===== src/rtl/skew_cal_pkg.sv =====
package skew_cal_pkg;
  typedef enum logic { DIR_DOWN = 1'b0, DIR_UP = 1'b1 } dir_e;
  typedef enum logic { STG_COARSE = 1'b0, STG_FINE = 1'b1 } stage_e;
endpackage


===== src/rtl/skew_win_accum.sv =====
module skew_win_accum #(
  parameter int CODE_W  = 7,
  parameter int OBS_LEN = 1024,
  localparam int MAG_MAX = (1 << (CODE_W - 1)) - 1,
  localparam int ACC_W   = $clog2(OBS_LEN * MAG_MAX + 1),
  localparam int CNT_W   = (OBS_LEN > 1) ? $clog2(OBS_LEN) : 1
) (
  input  logic              clk_i,
  input  logic              rst_ni,
  input  logic              valid_i,
  input  logic [CODE_W-1:0] code_i,
  input  logic              win_a_i,
  input  logic              win_b_i,
  output logic              done_o,
  output logic [ACC_W-1:0]  metric_o
);
  logic              accept;
  logic [CODE_W-1:0] mag;
  logic [ACC_W-1:0]  acc_q, acc_sum;
  logic [CNT_W-1:0]  cnt_q;
  logic              last;

  assign accept = valid_i && (win_a_i == win_b_i);

  // magnitude of a two's complement code, most negative value clipped
  always_comb begin
    if (!code_i[CODE_W-1])                         mag = code_i;
    else if (code_i == {1'b1, {(CODE_W-1){1'b0}}}) mag = CODE_W'(MAG_MAX);
    else                                           mag = -code_i;
  end

  assign acc_sum = acc_q + ACC_W'(mag);
  assign last    = (cnt_q == CNT_W'(OBS_LEN - 1));

  always_ff @(posedge clk_i or negedge rst_ni) begin
    if (!rst_ni) begin
      acc_q    <= '0;
      cnt_q    <= '0;
      done_o   <= 1'b0;
      metric_o <= '0;
    end else begin
      done_o <= 1'b0;
      if (accept) begin
        if (last) begin
          metric_o <= acc_sum;
          done_o   <= 1'b1;
          acc_q    <= '0;
          cnt_q    <= '0;
        end else begin
          acc_q <= acc_sum;
          cnt_q <= cnt_q + 1'b1;
        end
      end
    end
  end

  assert_hold_no_accept_R1: assert property (@(posedge clk_i) disable iff (!rst_ni)
    !accept |=> ($stable(acc_q) && $stable(cnt_q) && !done_o));

  assert_end_after_accept_R2: assert property (@(posedge clk_i) disable iff (!rst_ni)
    done_o |-> (acc_q == '0 && cnt_q == '0));
endmodule


===== src/rtl/skew_dir_stepper.sv =====
module skew_dir_stepper
  import skew_cal_pkg::*;
#(
  parameter int METRIC_W  = 16,
  parameter int COARSE_W  = 4,
  parameter int FINE_W    = 4,
  parameter int REV_LIMIT = 4,
  localparam int REV_W = $clog2(REV_LIMIT + 1)
) (
  input  logic                clk_i,
  input  logic                rst_ni,
  input  logic                done_i,
  input  logic [METRIC_W-1:0] metric_i,
  output logic [COARSE_W-1:0] coarse_o,
  output logic [FINE_W-1:0]   fine_o
);
  localparam logic [COARSE_W-1:0] C_MID = {1'b1, {(COARSE_W-1){1'b0}}};
  localparam logic [FINE_W-1:0]   F_MID = {1'b1, {(FINE_W-1){1'b0}}};
  localparam logic [COARSE_W-1:0] C_MAX = '1;
  localparam logic [FINE_W-1:0]   F_MAX = '1;

  dir_e                dir_q, dir_dec, dir_eff;
  stage_e              stage_q;
  logic [METRIC_W-1:0] prev_q;
  logic                have_prev_q;
  logic [REV_W-1:0]    rev_q, rev_nxt;
  logic                at_lim, reversed, to_fine;

  always_comb begin
    dir_dec = dir_q;
    if (have_prev_q && metric_i > prev_q) dir_dec = (dir_q == DIR_UP) ? DIR_DOWN : DIR_UP;
    if (stage_q == STG_FINE)
      at_lim = (dir_dec == DIR_UP) ? (fine_o == F_MAX) : (fine_o == '0);
    else
      at_lim = (dir_dec == DIR_UP) ? (coarse_o == C_MAX) : (coarse_o == '0);
    dir_eff  = at_lim ? ((dir_dec == DIR_UP) ? DIR_DOWN : DIR_UP) : dir_dec;
    reversed = (dir_eff != dir_q);
    if (!reversed)                            rev_nxt = '0;
    else if (rev_q == REV_W'(REV_LIMIT))      rev_nxt = rev_q;
    else                                      rev_nxt = rev_q + 1'b1;
    to_fine = (stage_q == STG_COARSE) && reversed && (rev_nxt >= REV_W'(REV_LIMIT));
  end

  always_ff @(posedge clk_i or negedge rst_ni) begin
    if (!rst_ni) begin
      dir_q       <= DIR_UP;
      stage_q     <= STG_COARSE;
      prev_q      <= '0;
      have_prev_q <= 1'b0;
      rev_q       <= '0;
      coarse_o    <= C_MID;
      fine_o      <= F_MID;
    end else if (done_i) begin
      dir_q       <= dir_eff;
      prev_q      <= metric_i;
      have_prev_q <= 1'b1;
      if (stage_q == STG_FINE) begin
        fine_o <= (dir_eff == DIR_UP) ? fine_o + 1'b1 : fine_o - 1'b1;
        rev_q  <= rev_nxt;
      end else begin
        coarse_o <= (dir_eff == DIR_UP) ? coarse_o + 1'b1 : coarse_o - 1'b1;
        rev_q    <= to_fine ? '0 : rev_nxt;
        if (to_fine) stage_q <= STG_FINE;
      end
    end
  end

  assert_step_needs_end_R5: assert property (@(posedge clk_i) disable iff (!rst_ni)
    !$past(done_i) |-> ($stable(coarse_o) && $stable(fine_o)));

  assert_one_step_R5: assert property (@(posedge clk_i) disable iff (!rst_ni)
    $past(done_i) |-> ($countones({coarse_o != $past(coarse_o), fine_o != $past(fine_o)}) == 1));

  assert_fine_mid_R6: assert property (@(posedge clk_i) disable iff (!rst_ni)
    (stage_q == STG_COARSE) |-> (fine_o == F_MID));

  assert_coarse_frozen_R6: assert property (@(posedge clk_i) disable iff (!rst_ni)
    (stage_q == STG_FINE && $past(stage_q) == STG_FINE) |-> $stable(coarse_o));
endmodule


===== src/rtl/skew_cal_ctrl.sv =====
module skew_cal_ctrl #(
  parameter int NUM_CH    = 5,
  parameter int CODE_W    = 7,
  parameter int OBS_LEN   = 1024,
  parameter int COARSE_W  = 4,
  parameter int FINE_W    = 4,
  parameter int REV_LIMIT = 4
) (
  input  logic                       clk_i,
  input  logic                       rst_ni,
  input  logic [NUM_CH-1:0]          smp_valid_i,
  input  logic [NUM_CH*CODE_W-1:0]   smp_code_i,
  input  logic [NUM_CH-1:0]          win_a_i,
  input  logic [NUM_CH-1:0]          win_b_i,
  output logic [NUM_CH*COARSE_W-1:0] coarse_dly_o,
  output logic [NUM_CH*FINE_W-1:0]   fine_dly_o
);
  localparam int MAG_MAX = (1 << (CODE_W - 1)) - 1;
  localparam int ACC_W   = $clog2(OBS_LEN * MAG_MAX + 1);

  for (genvar c = 0; c < NUM_CH; c++) begin : g_ch
    logic             done;
    logic [ACC_W-1:0] metric;

    skew_win_accum #(
      .CODE_W (CODE_W),
      .OBS_LEN(OBS_LEN)
    ) u_accum (
      .clk_i   (clk_i),
      .rst_ni  (rst_ni),
      .valid_i (smp_valid_i[c]),
      .code_i  (smp_code_i[c*CODE_W +: CODE_W]),
      .win_a_i (win_a_i[c]),
      .win_b_i (win_b_i[c]),
      .done_o  (done),
      .metric_o(metric)
    );

    skew_dir_stepper #(
      .METRIC_W (ACC_W),
      .COARSE_W (COARSE_W),
      .FINE_W   (FINE_W),
      .REV_LIMIT(REV_LIMIT)
    ) u_step (
      .clk_i   (clk_i),
      .rst_ni  (rst_ni),
      .done_i  (done),
      .metric_i(metric),
      .coarse_o(coarse_dly_o[c*COARSE_W +: COARSE_W]),
      .fine_o  (fine_dly_o[c*FINE_W +: FINE_W])
    );
  end
endmodule


===== config.mk =====
export PLATFORM = sky130hd
export DESIGN_NAME = skew_cal_ctrl
export DESIGN_NICKNAME = d
export VERILOG_FILES = /design/src/rtl/skew_cal_pkg.sv /design/src/rtl/skew_win_accum.sv /design/src/rtl/skew_dir_stepper.sv /design/src/rtl/skew_cal_ctrl.sv
export SDC_FILE = /design/constraint.sdc
export NUM_CORES = 1
export LEC_CHECK = 0
export ABC_CLOCK_PERIOD_IN_PS = 5270
export BUFFER_PORTS_ARGS = -buffer_cell sky130_fd_sc_hd__buf_2
export CORE_ASPECT_RATIO = 1.25
export CORE_MARGIN = 2
export CORE_UTILIZATION = 30
export CTS_CLUSTER_SIZE = 20
export DETAILED_ROUTE_END_ITERATION = 8
export SLEW_MARGIN = 10
export SYNTH_ARGS = -nofsm -noshare
export SYNTH_HDL_FRONTEND = slang
export SYNTH_SLANG_ARGS = --single-unit
export TNS_END_PERCENT = 100

===== constraint.sdc =====
create_clock -name clk_i -period 5.27 [get_ports clk_i]
set_clock_uncertainty 0.05 [all_clocks]
set_input_delay 0.7905 -clock clk_i [delete_from_list [all_inputs] [get_ports clk_i]]
set_output_delay 0.7905 -clock clk_i [all_outputs]
set_load 0.01 [all_outputs]

==> metrics.cfg, run 1 <==
[pwr]
swShare_pct=28.9
power.internal_mw=5.78
power_mw=8.14
p_leak_nw=10.7
p_comb_share_pct=19.1
p_clk_share_pct=39.9
pwr-share-seq_pct=41.1
p_sw_mw=2.36
power_density_nw_per_um2=351
irDropWorstVdd_uv=200

[layout]
drive_above_1_share_pct=10.7
final_core_util_pct=34.7
area_growth_pct=14.6
antenna_cells=0
nets=2441
final-instance-count-excl-fill=3138

[clock_network]
postCtsHoldBufs=0
postCtsSetupBuffers=0
clkTransAtPathRegs_ns=0.06
cts_tree=done
numCtsBuffers=43
cts_resized=0
root_buffer=clkbuf_16
cts_htree_levels=2
cts_sinks=365
insertion_delay_ns=0.57
clockBufferDepth=3

[global_route]
grt_pass1_wl_mm=72.5
gr-usage-all-layers_pct=12.1
grt_overflow=0
grt_pass1_vias=15700
grt_max_degree=126
grt_antenna_before_repair=0

[detailed_routing]
via_per_inst=4.88
dr_total_vias=15300
drt_iter0_drc=698
drcViolationCount=0
wl_per_cell_um=13.1
totalWireLength_mm=41.1
drt_first_pass_iters=7
final_antenna_net_count=0

[place]
placed_cells=3058
hpwl_mm=28.7
portBuffers=91
place.gp.congestion=0.779
dp_slack_ns=1.04

[timing]
fmax_mhz=265
min_period_ns=3.77
timing.final.ws_setup_ns=1.50
maxSlewViolCount=0
tightest_slew_ns=1.10
finalSetupViolations=0
slew_headroom_pct=26.9
period_share_pct=71.5
rsz0062_at_grt=false
hold_viol_final=0
fin_setup_tns_ns=0

[die]
dieArea_um2=69600
initial_core_util_pct=30.3
core_area_um2=66800
die_w_um=236
die_h_um=294
rows=106
io_pins=92

[worst_setup_path]
cp-start-kind=register
worstPathArrival_ns=4.20
worstPathMaxFanout=8
worstSetupEndpointType=register
criticalPathCategory=reg2reg
required_ns=5.70

[synth]
synth_warnings=0
syn_area_um2=20200
synth_edf_count=0
yosys.cell_types.count=70
syn_inst=2163
yosysSeqAreaShare_pct=45.2
synth-async-reset-ratio_pct=100
synth.avg_cell_area_um2=9.36
yosys_register_bits=365
synth_ff_type=dfrtp_1

[hold_path]
hp-class=in2async

[run]
cap_violations=0

[run_status]
outcome=complete, no violations

## cell usage after synthesis, types with 20 or more instances
master,count,area share [%]
dfrtp_1,350,43
nor2_1,85,1.6
clkbuf_1,71,1.3
nor2b_1,25,0.77
mux2i_1,21,1.0
a21o_1,28,1.0
xor2_1,58,2.5
nand2_1,374,6.9
o31ai_1,46,1.7
xnor2_1,101,4.4
o21ai_0,256,6.3
mux2_2,28,1.6
inv_1,132,2.4
ha_1,145,9.0
nand3_1,55,1.4
a21oi_1,89,2.2
a22o_1,20,0.87
nor3_1,26,0.64
nand4_1,40,1.2
a31oi_1,22,0.68
## flip-flops by register name, summed over array words and instances (netlist names)
signal,cells
g_ch.u_step.prev_q,80
g_ch.u_step.dir_q,5
g_ch.u_step.rev_q,15
g_ch.u_accum.metric_o,80
g_ch.u_step.stage_q,5
g_ch.u_accum.done_o,5
g_ch.u_accum.acc_q,80
g_ch.u_step.fine_o,20
g_ch.u_accum.cnt_q,50
g_ch.u_step.coarse_o,20
g_ch.u_step.have_prev_q,5
## kinds of logic (layout without fill, tap and decap cells)
group | Yosys count | in the layout | share of synthesized area (%)
AOI/OAI and AO/OA | 525 | 525 | 15.7
xor gates and xnor gates | 162 | 162 | 7.12
adders and majority gates | 150 | 150 | 9.45
buffers and inverters | 211 | 318 | 3.95
DFF | 365 | 365 | 45.2
muxes | 55 | 55 | 3.12
other | 1 | 5 | 0.0185
and+or+nand+nor | 694 | 694 | 15.5
## worst max-delay path: stages, from the launching register on
cell       delay [ns]
dfrtp_1          0.41
ha_1             0.33
nor2b_1          0.15
o211ai_2         0.15
a2111oi_2        0.10
o41ai_2          0.66
xor2_2           0.28
mux2i_1          0.47
mux2i_4          0.22
xnor2_1          0.19
ha_1             0.18
nor2_1           0.04
mux2_2           0.27
nand2_1          0.08
xnor2_1          0.11
## power groups by stage
stage | sequential [mW] | clock (mW) | combinational, mW
detailed placement | 3.38 | 0 | 1.55
global placement | 3.36 | 0 | 1.48
global route | 3.39 | 3.48 | 1.77
floorplan | 3.30 | 0 | 1.21
CTS | 3.34 | 3.36 | 1.56
finish | 3.34 | 3.24 | 1.55
## metrics by stage
stage / hold slack (ns) / instance area (µm²)
after floorplan: 0.388 / 20300
after global placement: 0.402 / 21600
after detailed placement: 0.406 / 21600
after CTS: 0.146 / 23200
after global routing: 0.168 / 23200
final: 0.145 / 23200
## layer usage
metal  GRT usage [%]  wire (µm)  vias up  part of all wire (%)
met4            3.95        946        0                   2.3
met5               0          0        -                     0
met1            14.1      18000     7405                    44
li1                -          -     7649                     -
met3            2.58       1590       65                   3.9
met2            21.8      20600      179                    50
## layout by cell type (no fill, tap or decap), drive strengths merged, types with 15 or more instances in the layout
master,instances
nor2,85
o21ai,261
mux2,29
o31ai,46
nand4,40
a21oi,91
dfrtp,350
a22o,20
or3,19
and3,16
mux2i,26
a31oi,25
nand3,55
buf,104
nor3,26
nor2b,25
and2,15
ha,145
nand2,374
xnor2,103
dfstp,15
xor2,59
inv,133
clkbuf,66
a21o,28
## area by class of cell
type                       count  area, µm²
timing repair buffer         104        588
clock buffer                  66       1330
clock inverter                14        243
sequential                   365       9150
inverter                     134        503
multi-input combinational   1591      10300
tap                          864       1080
fill                        6814      43600
## path summary, 6_finish.rpt
path	startpoint	endpoint	slack, ns	cells after the start
min	rst_ni	g_ch[0].u_step.prev_q[2]	0.15	1
max reg2reg	g_ch[0].u_accum.metric_o[1]	g_ch[0].u_step.coarse_o[2]	1.50	14
max in group asynchronous	rst_ni	g_ch[1].u_accum.cnt_q[3]	3.84	2
min reg2reg	g_ch[0].u_step.have_prev_q	g_ch[0].u_step.have_prev_q	0.43	1
max	g_ch[0].u_accum.metric_o[1]	g_ch[0].u_step.coarse_o[2]	1.50	14
min in group clk_i	g_ch[0].u_step.have_prev_q	g_ch[0].u_step.have_prev_q	0.43	1
No activity file was read; power rests on OpenSTA's default activity.
==> run 2, diff against run 1 <==
ABC_CLOCK_PERIOD_IN_PS = 3590   (was 5270)
clock period = 3.59 ns   (was 5.27 ns; I/O delays follow)
==> metrics.cfg, run 2 (synthesized netlist as in run 1, its figures left out) <==
[run]
cap_violations=0  ; unchanged

[global_route]
grt_pass1_wl_mm=72.0  ; -0.55%
grt_max_degree=95  ; -25%
grt_antenna_before_repair=1  ; +1
grt_pass1_vias=15700  ; -0.083%
grt_overflow=0  ; unchanged
gr-usage-all-layers_pct=12.1  ; +0.025 points

[detailed_routing]
dr_total_vias=15400  ; +0.70%
drt_first_pass_iters=6  ; -1
totalWireLength_mm=41.4  ; +0.61%
drt_iter0_drc=634  ; -9.2%
final_antenna_net_count=0  ; unchanged
drcViolationCount=0  ; unchanged
wl_per_cell_um=13.1  ; -0.28%
via_per_inst=4.87  ; -0.19%

[timing]
min_period_ns=3.48  ; -0.288 ns
finalSetupViolations=0  ; unchanged
maxSlewViolCount=0  ; unchanged
hold_viol_final=0  ; unchanged
tightest_slew_ns=1.12  ; +0.0222 ns
fmax_mhz=287  ; +8.3%
slew_headroom_pct=25.5  ; -1.5 points
period_share_pct=97.0  ; +25 points

[clock_network]
cts_tree=done
root_buffer=clkbuf_16
clockBufferDepth=3  ; unchanged
clkTransAtPathRegs_ns=0.06  ; about the same
insertion_delay_ns=0.56  ; about the same
cts_sinks=365  ; unchanged
cts_htree_levels=2  ; unchanged
numCtsBuffers=42  ; -2.3%

[worst_setup_path]
criticalPathCategory=reg2reg
cp-start-kind=register
worstPathMaxFanout=8  ; unchanged
required_ns=4.01  ; -1.69 ns
cpMaxStageDelayCell=or4_4
crit_chain=ha_4 > nand4_1 > or4_4 > a21o_1 > a31oi_4 > xnor2_2 > mux2i_4 > xnor2_2 > ha_2 > or3_1 > a21oi_2 > xor2_1
worstSetupEndpointType=register
worstPathArrival_ns=3.90  ; -0.30 ns
crit_path_max_incr_delay_ns=0.51  ; -0.15 ns
critical_path.most_common_cell=xnor2_2

[pwr]
p_leak_nw=10.8  ; +0.95%
power_density_nw_per_um2=496  ; +42%
irDropWorstVdd_uv=256  ; +28%

[die]
io_pins=92  ; unchanged
dieArea_um2=69600  ; unchanged
initial_core_util_pct=30.3  ; unchanged
die_w_um=236  ; unchanged
core_area_um2=66800  ; unchanged
die_h_um=294  ; unchanged
rows=106  ; unchanged

[layout]
final-instance-count-excl-fill=3166  ; +0.89%
antenna_cells=0  ; unchanged
reg_top3=g_ch.u_accum.acc_q x80, g_ch.u_accum.metric_o x80, g_ch.u_step.prev_q x80
nets=2474  ; +1.4%
area_growth_pct=15.5
final_cell_mix=374 x nand2_1, 350 x dfrtp_1, 256 x o21ai_0, 143 x ha_1, 132 x inv_1
drive_above_1_share_pct=12.3  ; +1.6 points
final_design_area_no_fill_um2=23400  ; +0.79%
final_common_cell=nand2_1

[place]
place.gp.congestion=0.763  ; -2.0%
hpwl_mm=29.5  ; +2.7%
placed_cells=3086  ; +0.92%
dpl-instance-area_um2=21900  ; +1.0%
portBuffers=91  ; unchanged

[run_status]
outcome=complete, no violations

[hold_path]
hp-class=reg2reg

## run 2: final cells by class
cell class / count / area [µm²]
repair buffers: 138 / 858
fillers: 6761 / 43500
clock inverters: 17 / 226
clock buffers: 57 / 1190
inverters: 134 / 503
flip-flops and latches: 365 / 9150
multi-input cells: 1591 / 10400
well taps: 864 / 1080
## run 2: power by group
group,total [mW],leakage [nW],internal [mW],switching (mW)
clock,4.41,0.696,2.67,1.73
combinational,2.30,5.19,1.03,1.27
sequential,4.90,4.90,4.51,0.392
## run 2: per-layer routing
| layer | part of all wire, % | track usage [%] |
|---|---|---|
| met4 | 2.0 | 3.40 |
| met3 | 3.2 | 2.11 |
| met2 | 51 | 22.7 |
| met1 | 44 | 13.9 |
| met5 | 0.031 | 0 |
## run 2: critical path, delay by kind of cell, from the launching register on
family / cells / cell delay [ns]
flip-flops: 1 / 0.42
XOR/XNOR: 3 / 0.44
multiplexers: 1 / 0.41
AND/OR/NAND/NOR: 3 / 0.99
AO/OA/AOI/OAI: 3 / 0.62
adder cells (fa/ha/maj): 2 / 0.47
## run 2: path summary, 6_finish.rpt
| path | startpoint | endpoint | slack, ns | cells past startpoint |
|---|---|---|---|---|
| min in group asynchronous | rst_ni | g_ch[0].u_step.prev_q[2] | 0.47 | 2 |
| worst max register to register | g_ch[3].u_accum.metric_o[11] | g_ch[3].u_step.fine_o[2] | 0.11 | 12 |
| worst max-delay path | g_ch[3].u_accum.metric_o[11] | g_ch[3].u_step.fine_o[2] | 0.11 | 12 |
| worst min-delay path | g_ch[4].u_accum.cnt_q[6] | g_ch[4].u_accum.cnt_q[6] | 0.41 | 1 |
| max in group asynchronous | rst_ni | g_ch[3].u_step.coarse_o[3] | 1.99 | 3 |
| worst min register to register | g_ch[4].u_accum.cnt_q[6] | g_ch[4].u_accum.cnt_q[6] | 0.41 | 1 |
## run 2: per-stage QoR
step           TNS (ns)  hold WS [ns]  utilization [%]  total power, mW  setup WS (ns)
3_3_place_gp          0         0.401             32.7             7.16         0.0255
2_1_floorplan         0         0.193                -             6.63         0.0691
6_report              0         0.412             35.0             11.6          0.108
4_1_cts               0         0.411             34.8             11.8         0.0491
3_5_place_dp     -0.366         0.404             32.7             7.26         -0.103
5_1_grt          -0.100         0.434             35.0             12.3         -0.100
## run 2: repair_timing
item / 4_1_cts / 5_1_grt
hold buffers: 1 / 0
hold endpoints to repair: 67 / 0
setup endpoints to repair: 0 / 6
gates resized for setup: 0 / 12
setup buffers: 0 / 5
